$ cat src/rtl/xr_pkg.sv
package xr_pkg;
  typedef enum logic {
    XR_TOWARD_A = 1'b0,
    XR_TOWARD_B = 1'b1
  } xr_dir_e;

  typedef enum logic {
    XR_SRC_LIVE   = 1'b0,
    XR_SRC_STORED = 1'b1
  } xr_src_e;
endpackage

$ cat src/rtl/xr_edge.sv
module xr_edge #(
  parameter int N = 2
) (
  input  logic         clk,
  input  logic [N-1:0] lvl,
  output logic [N-1:0] rise
);
  logic [N-1:0] lvl_q;

  // tracks the strobe even during reset so no false edge appears on release
  always_ff @(posedge clk) begin
    lvl_q <= lvl;
  end

  assign rise = lvl & ~lvl_q;
endmodule

$ cat src/rtl/xr_store.sv
module xr_store #(
  parameter int W = 8
) (
  input  logic         clk,
  input  logic         rst_n,
  input  logic         load,
  input  logic [W-1:0] d,
  output logic [W-1:0] q
);
  always_ff @(posedge clk) begin
    if (!rst_n)    q <= '0;
    else if (load) q <= d;
  end
endmodule

$ cat src/rtl/xr_lane.sv
module xr_lane
  import xr_pkg::*;
#(
  parameter int W = 8
) (
  input  logic         clk,
  input  logic         rst_n,
  input  logic         oe_n,
  input  logic         dir,
  input  logic         stb_ab,
  input  logic         stb_ba,
  input  logic         sel_ab,
  input  logic         sel_ba,
  input  logic [W-1:0] a_in,
  input  logic [W-1:0] b_in,
  output logic [W-1:0] a_out,
  output logic [W-1:0] b_out,
  output logic         a_drv,
  output logic         b_drv
);
  logic [1:0]   rise;
  logic [W-1:0] reg_a;
  logic [W-1:0] reg_b;
  logic [W-1:0] src_b;
  logic [W-1:0] src_a;

  xr_edge #(.N(2)) u_edge (
    .clk  (clk),
    .lvl  ({stb_ba, stb_ab}),
    .rise (rise)
  );

  xr_store #(.W(W)) u_store_a (
    .clk   (clk),
    .rst_n (rst_n),
    .load  (rise[0]),
    .d     (a_in),
    .q     (reg_a)
  );

  xr_store #(.W(W)) u_store_b (
    .clk   (clk),
    .rst_n (rst_n),
    .load  (rise[1]),
    .d     (b_in),
    .q     (reg_b)
  );

  always_comb begin
    src_b = (xr_src_e'(sel_ab) == XR_SRC_STORED) ? reg_a : a_in;
    src_a = (xr_src_e'(sel_ba) == XR_SRC_STORED) ? reg_b : b_in;
    b_drv = !oe_n && (xr_dir_e'(dir) == XR_TOWARD_B);
    a_drv = !oe_n && (xr_dir_e'(dir) == XR_TOWARD_A);
    b_out = b_drv ? src_b : '0;
    a_out = a_drv ? src_a : '0;
  end

  assert_one_side_R6: assert property (@(posedge clk) disable iff (!rst_n)
    !(a_drv && b_drv));

  assert_isolate_R5: assert property (@(posedge clk) disable iff (!rst_n)
    oe_n |-> (!a_drv && !b_drv && a_out == '0 && b_out == '0));

  assert_load_a_R2: assert property (@(posedge clk) disable iff (!rst_n)
    (stb_ab && !$past(stb_ab)) |=> (reg_a == $past(a_in)));

  assert_load_b_R3: assert property (@(posedge clk) disable iff (!rst_n)
    (stb_ba && !$past(stb_ba)) |=> (reg_b == $past(b_in)));

  assert_hold_a_R4: assert property (@(posedge clk) disable iff (!rst_n)
    !(stb_ab && !$past(stb_ab)) |=> $stable(reg_a));

  assert_hold_b_R4: assert property (@(posedge clk) disable iff (!rst_n)
    !(stb_ba && !$past(stb_ba)) |=> $stable(reg_b));

  assert_pass_R7: assert property (@(posedge clk) disable iff (!rst_n)
    (b_drv && !sel_ab) |-> (b_out == a_in));
endmodule

$ cat src/rtl/bus_xcvr_reg.sv
module bus_xcvr_reg #(
  parameter int LANES  = 2,
  parameter int LANE_W = 8,
  localparam int DW    = LANES * LANE_W
) (
  input  logic             clk,
  input  logic             rst_n,
  input  logic [LANES-1:0] oe_n,
  input  logic [LANES-1:0] dir,
  input  logic [LANES-1:0] stb_ab,
  input  logic [LANES-1:0] stb_ba,
  input  logic [LANES-1:0] sel_ab,
  input  logic [LANES-1:0] sel_ba,
  input  logic [DW-1:0]    a_in,
  output logic [DW-1:0]    a_out,
  output logic [LANES-1:0] a_drv,
  input  logic [DW-1:0]    b_in,
  output logic [DW-1:0]    b_out,
  output logic [LANES-1:0] b_drv
);
  // lane k owns bits [k*LANE_W +: LANE_W] and control bit k
  for (genvar k = 0; k < LANES; k++) begin : g_lane
    xr_lane #(.W(LANE_W)) u_lane (
      .clk    (clk),
      .rst_n  (rst_n),
      .oe_n   (oe_n[k]),
      .dir    (dir[k]),
      .stb_ab (stb_ab[k]),
      .stb_ba (stb_ba[k]),
      .sel_ab (sel_ab[k]),
      .sel_ba (sel_ba[k]),
      .a_in   (a_in[k*LANE_W +: LANE_W]),
      .b_in   (b_in[k*LANE_W +: LANE_W]),
      .a_out  (a_out[k*LANE_W +: LANE_W]),
      .b_out  (b_out[k*LANE_W +: LANE_W]),
      .a_drv  (a_drv[k]),
      .b_drv  (b_drv[k])
    );
  end

  assert_undriven_zero_R11: assert property (@(posedge clk) disable iff (!rst_n)
    (a_drv == '0) |-> (a_out == '0));
endmodule

$ cat config.mk
export PLATFORM = sky130hd
export DESIGN_NAME = bus_xcvr_reg
export DESIGN_NICKNAME = d
export VERILOG_FILES = /design/src/rtl/xr_pkg.sv /design/src/rtl/xr_edge.sv /design/src/rtl/xr_store.sv /design/src/rtl/xr_lane.sv /design/src/rtl/bus_xcvr_reg.sv
export SDC_FILE = /design/constraint.sdc
export NUM_CORES = 1
export LEC_CHECK = 0
export BUFFER_PORTS_ARGS = -buffer_cell sky130_fd_sc_hd__buf_2
export CORE_UTILIZATION = 47
export CTS_CLUSTER_SIZE = 12
export DETAILED_ROUTE_END_ITERATION = 10
export PLACE_DENSITY = 0.83
export SETUP_SLACK_MARGIN = 0.2
export SLEW_MARGIN = 0
export SYNTH_ARGS = -nofsm -noshare
export SYNTH_HDL_FRONTEND = slang
export SYNTH_HIERARCHICAL = 1
export SYNTH_SLANG_ARGS = --single-unit
$ cat constraint.sdc
create_clock -name clk -period 1.47 [get_ports clk]
set_clock_uncertainty 0.2 [all_clocks]
set_input_delay 0.0735 -clock clk [delete_from_list [all_inputs] [get_ports clk]]
set_output_delay 0.0735 -clock clk [all_outputs]
set_load 0.01 [all_outputs]
### Word-level counts from Yosys, hierarchy flattened

Index checks and enable logic that the tools add are counted.

| cells by class | value |
|---|---|
| $add $sub $neg | 0 |
| $mul | 0 |
| divide/modulo/power cells | 0 |
| order comparisons | 0 |
| equality and inequality tests | 0 |
| shift operators | 0 |
| muxes and demuxes | 8 |
| bitwise logic cells | 6 |
| reductions and logical operators | 6 |

Operator list:

| kind | count |
|---|---|
| 2-to-1 mux 8 bit | 8 |
| bitwise AND 2 bit | 2 |
| logical AND 1 bit | 4 |
| inverter 2 bit | 2 |
| zero test 1 bit | 2 |
| inverter 1 bit | 2 |

| word-level totals | value |
|---|---|
| register bits after elaboration | 36 |
| latch bits | 0 |
| RAM bits | 0 |
| memory bits (read-only) | 0 |
| input bits | 46 |
| word-level logic and storage cells | 26 |
| memories kept | 0 |

### Logic depth before layout (Yosys ltp)

Gate-level depths: netlist of run 1.

| logic depth | value |
|---|---|
| depth after elaboration | 3 |
| mapped depth | 4 |
| gate-level depth less buffers | 3 |

### Hierarchy

Netlist of run 1, hierarchy kept.

By module, submodules not included:

| module | times used | cells each | area each (sq um) |
|---|---|---|---|
| xr_store | 4 | 25 | 301.5 |
| xr_lane | 2 | 40 | 271.5 |
| xr_edge | 2 | 4 | 67.6 |

### Least setup slack after synthesis of run 1

No wires, ideal clock.

| timing path | value |
|---|---|
| kind | reg-to-reg |
| start point | reg g_lane[0].u_lane.u_edge.lvl_q[0] |
| end point | reg g_lane[0].u_lane.u_store_a.q[0] |
| library setup time | 0.116 ns |
| data arrival time | 0.763 ns |
| data required time | 1.154 ns |
| setup slack | 0.391 ns |
| stages on the path, launching flop included | 5 |
| path buffers | 1 |
| clock period less this slack | 1.079 ns |
| cell sequence | dfxtp_1 nor2b_4 buf_6 mux2i_1 nor2b_1 |

| on the way | value |
|---|---|
| word-level cells in the longest chain between the ends | 2 |

RTL lines:

| what | RTL line | text |
|---|---|---|
| start, declared | xr_edge.sv:8 | `logic [N-1:0] lvl_q;` |
| start signal, assigned | xr_edge.sv:12 | `lvl_q <= lvl;` |
| inverter 2 bit | xr_edge.sv:15 | `assign rise = lvl & ~lvl_q;` |
| bitwise AND 2 bit | xr_edge.sv:15 |  |
| net g_lane[0].u_lane.rise[0] | xr_lane.sv:21 | `logic [1:0] rise;` |
| end signal, assigned | xr_store.sv:11 | `if (!rst_n) q <= '0;` |
| end signal, assigned | xr_store.sv:12 | `else if (load) q <= d;` |
| end, declared | xr_store.sv:8 | `output logic [W-1:0] q` |

The timed path passes the listed nets, and every way through them passes these cells.
A chain may end at the register's enable or synchronous reset.

### Final worst setup path of run 1

| timing path | value |
|---|---|
| start point | reg g_lane[0].u_lane.u_store_b.q[6] |
| end point | out a_out[6] |

| on the way | value |
|---|---|
| word-level cells in the longest chain between the ends | 2 |

RTL lines:

| what | RTL line | text |
|---|---|---|
| start, declared | xr_store.sv:8 |  |
| start signal, assigned | xr_store.sv:11 |  |
| start signal, assigned | xr_store.sv:12 |  |
| 2-to-1 mux 8 bit | xr_lane.sv:51 | `src_a = (xr_src_e'(sel_ba) == XR_SRC_STORED) ? reg_b : b_in;` |
| 2-to-1 mux 8 bit | xr_lane.sv:55 | `a_out = a_drv ? src_a : '0;` |
| end, declared | bus_xcvr_reg.sv:15 | `output logic [DW-1:0] a_out,` |

No other way between the ends.

==> run metrics, run 1 <==
post-route setup TNS 0 ps; GRT Total Usage 20.14%; Vias per Instance 4.734; Filler cells 286; reg-to-reg endpoint g_lane[1].u_lane/u_store_b/q[4]$_SDFFE_PN0P_; Residual DRC 0; Worst VDD drop 0.5428 mV; register bit total from synthesis 36; met3 GRT Util 4.688%; crit end category output pin; vias in the first global route 1,477; DRT Pass-1 Iters 4; Req. time, crit path 1200 ps; nets@finish 350; final setup fails 0; post-synthesis sequential area ratio 38.25%; Die H 65.32 um; post-synth top area cell dfxtp_1; Fmax 788.9 MHz; Yosys warnings 6; post-route setup slack 202.4 ps; crit-path cells mux2i_1 > nor2_1 > buf_2; chip width 65.32 um; crit-path max cell delay 310 ps; post-synth top area share 38.25%; die area 4266 um2; H-tree levels 2; synthesized cell area 1884 um2; core area 3744 um2; Hold Path Class primary input to flop; pre-CTS setup slack 231.6 ps; period utilization 86.23%; Top delay family on crit path flip-flops; Hold Path Depth 4; Synth Area per Inst 10.02 um2; Worst Path Max Fanout 2; clk_lat worst skew 270 ps; Clock Path Buffers 2; Worst-path clk slew 60 ps; Post-Syn Instances 188; pwr/cell area 770.6 nW/um2; most frequent cells in the layout buf_2 (81), mux2i_1 (63), dlygate4sd3_1 (36); drt total wl 4216 um; GRT busiest layer met2; commonest non-fill, non-tap cell in the layout buf_2; Rows 22; DRT antenna net count 0; Initial Util 50.33%; met1 Use GR 23.38%; routability-driven placement congestion ratio 0.7137; num ports 82; footprint of the multi-input gates 1045 um2; worst hold start stb_ba[0]; CP bufs+invs 1; M2 GR Usage 35.31%; reg2reg path depth 4; critical path launch point type flop; Syn-to-layout area delta 45.68%; n_diodes 0; worst flop-to-flop path startpoint g_lane[1].u_lane/u_edge/lvl_q[1]$_DFF_P_; DR vias 1,657; outcome finished, final reports clean; Pleak 0.001335 uW; drt initial violations 58; largest cells by area after synthesis dfxtp_1 (38%), mux2i_1 (34%), nor2b_1 (11%); worst slew pin tran 445.3 ps; Max Slew Vio Count 0; grt ovf 0; Post-DP HPWL 2648 um; Distinct cells, synth 11; wire per inst 12.05 um; hold endpoint g_lane[0].u_lane/u_store_b/q[1]$_SDFFE_PN0P_; Mapped Nets 234; CTS Sinks 36; port bufs 81; initial antenna violation count 0; Setup Crit Path Kind flop to output pin; CTS buffer count 5; max_cap viols 0; CP arrival 990 ps; layout cells sized above 1 33.44%; first-pass GRT wire length 6458 um; CTS tree built; Max stage delay cell, worst path dfxtp_1; Max-slew headroom 70.31%; CP Depth 3; minimum clock period 1268 ps; final hold viol count 0; RSZ-0062 raised after global routing yes; largest net degree at the start of global routing 33; Reg area 723.2 um2; Root Buffer clkbuf_8; flop2flop setup slack 260 ps
routing by layer:
metal	part of all wire [%]	up-vias
met3	4.5	5
li1	-	849
met1	43	755
met5	0	-
met2	52	48
met4	1.1	0
through the flow:
| step | power [uW] | hold WS (ps) | instance area (um2) | cells | utilization (%) |
|---|---|---|---|---|---|
| after global placement | 1426 | -6.319 | 2242 | 305 | 59.89 |
| after floorplan | 1319 | -98.78 | 1884 | 188 | - |
| after CTS | 2111 | 78.98 | 2671 | 346 | 71.36 |
| after global routing | 2223 | 93.51 | 2745 | 350 | 73.33 |
| final | 2115 | 73.77 | 2745 | 350 | 73.33 |
| after detailed placement | 1436 | -8.180 | 2242 | 305 | 59.89 |
logic make-up after synthesis:
| group | after synthesis | share of synthesized area [%] |
|---|---|---|
| simple gates | 72 | 21.25 |
| flops | 36 | 38.25 |
| mux | 64 | 34.00 |
| buf+inv | 16 | 6.507 |
how the worst max path moves through the flow:
stage / from / endpoint / slack (ps)
detailed placement: g_lane[1].u_lane/u_edge/lvl_q[1]$_DFF_P_ / g_lane[1].u_lane/u_store_b/q[4]$_SDFFE_PN0P_ / 230
global route: g_lane[0].u_lane/u_store_b/q[6]$_SDFFE_PN0P_ / a_out[6] / 150
floorplan: g_lane[0].u_lane/u_edge/lvl_q[0]$_DFF_P_ / g_lane[0].u_lane/u_store_a/q[0]$_SDFFE_PN0P_ / 390
global placement: g_lane[1].u_lane/u_edge/lvl_q[0]$_DFF_P_ / g_lane[1].u_lane/u_store_a/q[3]$_SDFFE_PN0P_ / 270
CTS: g_lane[1].u_lane/u_edge/lvl_q[1]$_DFF_P_ / g_lane[1].u_lane/u_store_b/q[4]$_SDFFE_PN0P_ / 220
finish: g_lane[0].u_lane/u_store_b/q[6]$_SDFFE_PN0P_ / a_out[6] / 200
state kept, by name, summed over array words and instances (netlist names):
| name | flops |
|---|---|
| g_lane.u_lane/u_edge/lvl_q | 4 |
| g_lane.u_lane/u_store_a/q | 16 |
| g_lane.u_lane/u_store_b/q | 16 |
repair_timing:
action / in CTS / in global routing
hold endpoints to repair: 36 / 0
buffers inserted: 0 / 4
resized for setup: 0 / 3
hold buffers: 36 / 0
endpoints found under the setup margin: 0 / 14
cell usage after synthesis:
cell type  number
nor2b_4         4
nor2_1         32
nand2b_1        2
dfxtp_1        36
nor2b_1        32
mux2i_1        64
buf_4           4
buf_2           2
buf_6           6
inv_2           4
or2_1           2
final cells by class:
type,instances,share of cell area [%]
tap,48,2.188
clock buffer,5,2.507
inverter,4,0.5469
sequential,36,26.34
multi-input combinational,136,38.06
timing repair buffer,121,30.36
worst min-delay path, delay by kind of cell:
| family | cells | cell delay, ps |
|---|---|---|
| mux | 1 | 90 |
| buf+inv | 1 | 80 |
| simple gates | 2 | 270 |
report_power, final:
group	internal, uW	switching [uW]
clock network	305	293
logic	266	198
registers	1030	27.3
total	1600	518
Power figures use the tool's default switching activity.
==> inputs of run 2 (changes only) <==
--- a/config.mk
+++ b/config.mk
@@ -9,7 +9,7 @@
 export CORE_UTILIZATION = 47
 export CTS_CLUSTER_SIZE = 12
 export DETAILED_ROUTE_END_ITERATION = 10
-export PLACE_DENSITY = 0.83
+export PLACE_DENSITY = 0.79
 export SETUP_SLACK_MARGIN = 0.2
 export SLEW_MARGIN = 0
 export SYNTH_ARGS = -nofsm -noshare
==> run metrics, run 2 (synthesized netlist as in run 1, its figures left out) <==
outcome finished, final reports clean; vias in the first global route 1,547; DR vias 1,691; post-route setup TNS 0 ps; core area 3744 um2; pwr/cell area 800.5 nW/um2; crit-path max cell delay 320 ps; wire per inst 11.68 um; chip width 65.32 um; Logic pwr share 21.0%; sequential share of power 46.6%; switching power 540.6 uW; Fmax 798.6 MHz; die area 4266 um2; Syn-to-layout area delta 49.73%; Clock Path Buffers 2; Max-slew headroom 70.00%; fraction of power spent switching nets 23.94%; drt initial violations 29; largest net degree at the start of global routing 33; Clock Power Share 32.4%; first-pass GRT wire length 6444 um; GRT Total Usage 19.49%; Rows 22; num ports 82; minimum clock period 1252 ps; final hold viol count 0; Initial Util 50.33%; drt total wl 4228 um; Req. time, crit path 1200 ps; routability-driven placement congestion ratio 0.6779; P_int 1718 uW; Worst-path clk slew 70 ps; crit-path cells mux2i_1 > nor2_1 > buf_2; RSZ-0062 raised after global routing yes; worst slew pin tran 449.9 ps; critical path launch point type flop; Worst Path Max Fanout 2; clk_lat worst skew 270 ps; DRT antenna net count 0; Setup Crit Path Kind flop to output pin; period utilization 85.18%; final setup fails 0; grt ovf 0; Root Buffer clkbuf_8; H-tree levels 2; Hold Path Class primary input to flop; CTS buffer count 5; initial antenna violation count 0; Die H 65.32 um; Max stage delay cell, worst path dfxtp_1; Worst VDD drop 0.8095 mV; port bufs 81; DRT Pass-1 Iters 4; layout cells sized above 1 36.31%; Regs by FF count g_lane.u_lane/u_store_a/q x16, g_lane.u_lane/u_store_b/q x16, g_lane.u_lane/u_edge/lvl_q x4; most frequent cells in the layout buf_2 (81), mux2i_1 (64), dlygate4sd3_1 (36); Post-DP HPWL 2474 um; CTS Sinks 36; n_diodes 0; Pleak 0.001395 uW; Vias per Instance 4.671; nets@finish 360; final total power 2258 uW; Max Slew Vio Count 0; crit end category output pin; commonest non-fill, non-tap cell in the layout buf_2; CP arrival 980 ps; Residual DRC 0; max_cap viols 0; CTS tree built
[run 2: power by group through the flow]
stage	sequential (uW)	clock [uW]	combinational (uW)
finish	1050	732	474
global route	1060	794	515
CTS	1050	755	434
detailed placement	1070	0	361
global placement	1070	0	356
floorplan	1070	0	253
[run 2: per-stage QoR]
step / instance area [um2] / instances / setup WS, ps / util [%] / hold slack, ps
finish: 2821 / 362 / 217.8 / 75.37 / 82.32
global route: 2821 / 362 / 149.6 / 75.37 / 104.9
CTS: 2699 / 348 / 226.4 / 72.09 / 82.85
detailed placement: 2242 / 305 / 232.7 / 59.89 / -5.470
global placement: 2242 / 305 / 263.3 / 59.89 / -5.666
floorplan: 1884 / 188 / 391.1 / - / -98.78
[run 2: what timing repair did]
action | 4_1_cts | 5_1_grt
hold buffers | 36 | 0
endpoints found under the hold margin | 36 | 0
setup buffers | 0 | 14
resized for setup | 0 | 4
endpoints found under the setup margin | 0 | 20
[run 2: cell type report]
type                            count  area (um2)
Sequential cell                    36       725.7
Fill cell                         270       922.1
Timing Repair Buffer              131       883.3
Tap cell                           48       60.06
Clock buffer                        7       96.34
Inverter                            4       15.01
Multi-Input combinational cell    136        1041
[run 2: path summary, 6_finish.rpt]
check / start / endpoint / slack, ps / cells past startpoint
worst min-delay path: rst_n / g_lane[1].u_lane/u_store_a/q[5]$_SDFFE_PN0P_ / 80 / 2
worst max-delay path: g_lane[1].u_lane/u_store_a/q[2]$_SDFFE_PN0P_ / b_out[10] / 220 / 3
worst min register to register: g_lane[0].u_lane/u_store_a/q[2]$_SDFFE_PN0P_ / g_lane[0].u_lane/u_store_a/q[2]$_SDFFE_PN0P_ / 310 / 2
worst max register to register: g_lane[0].u_lane/u_edge/lvl_q[0]$_DFF_P_ / g_lane[0].u_lane/u_store_a/q[4]$_SDFFE_PN0P_ / 270 / 4
[run 2: critical path, delay by kind of cell, from the launching register on]
| kind | cells | cell delay [ps] |
|---|---|---|
| buf+inv | 1 | 150 |
| mux | 1 | 170 |
| simple gates | 1 | 60 |
| flops | 1 | 320 |
[run 2: layer usage]
metal	share of wire, %	global-route usage, %	vias up
met5	0	0	-
met1	44	21.57	763
li1	-	-	868
met4	1.0	5.707	0
met3	5.9	5.035	7
met2	49	36.08	53
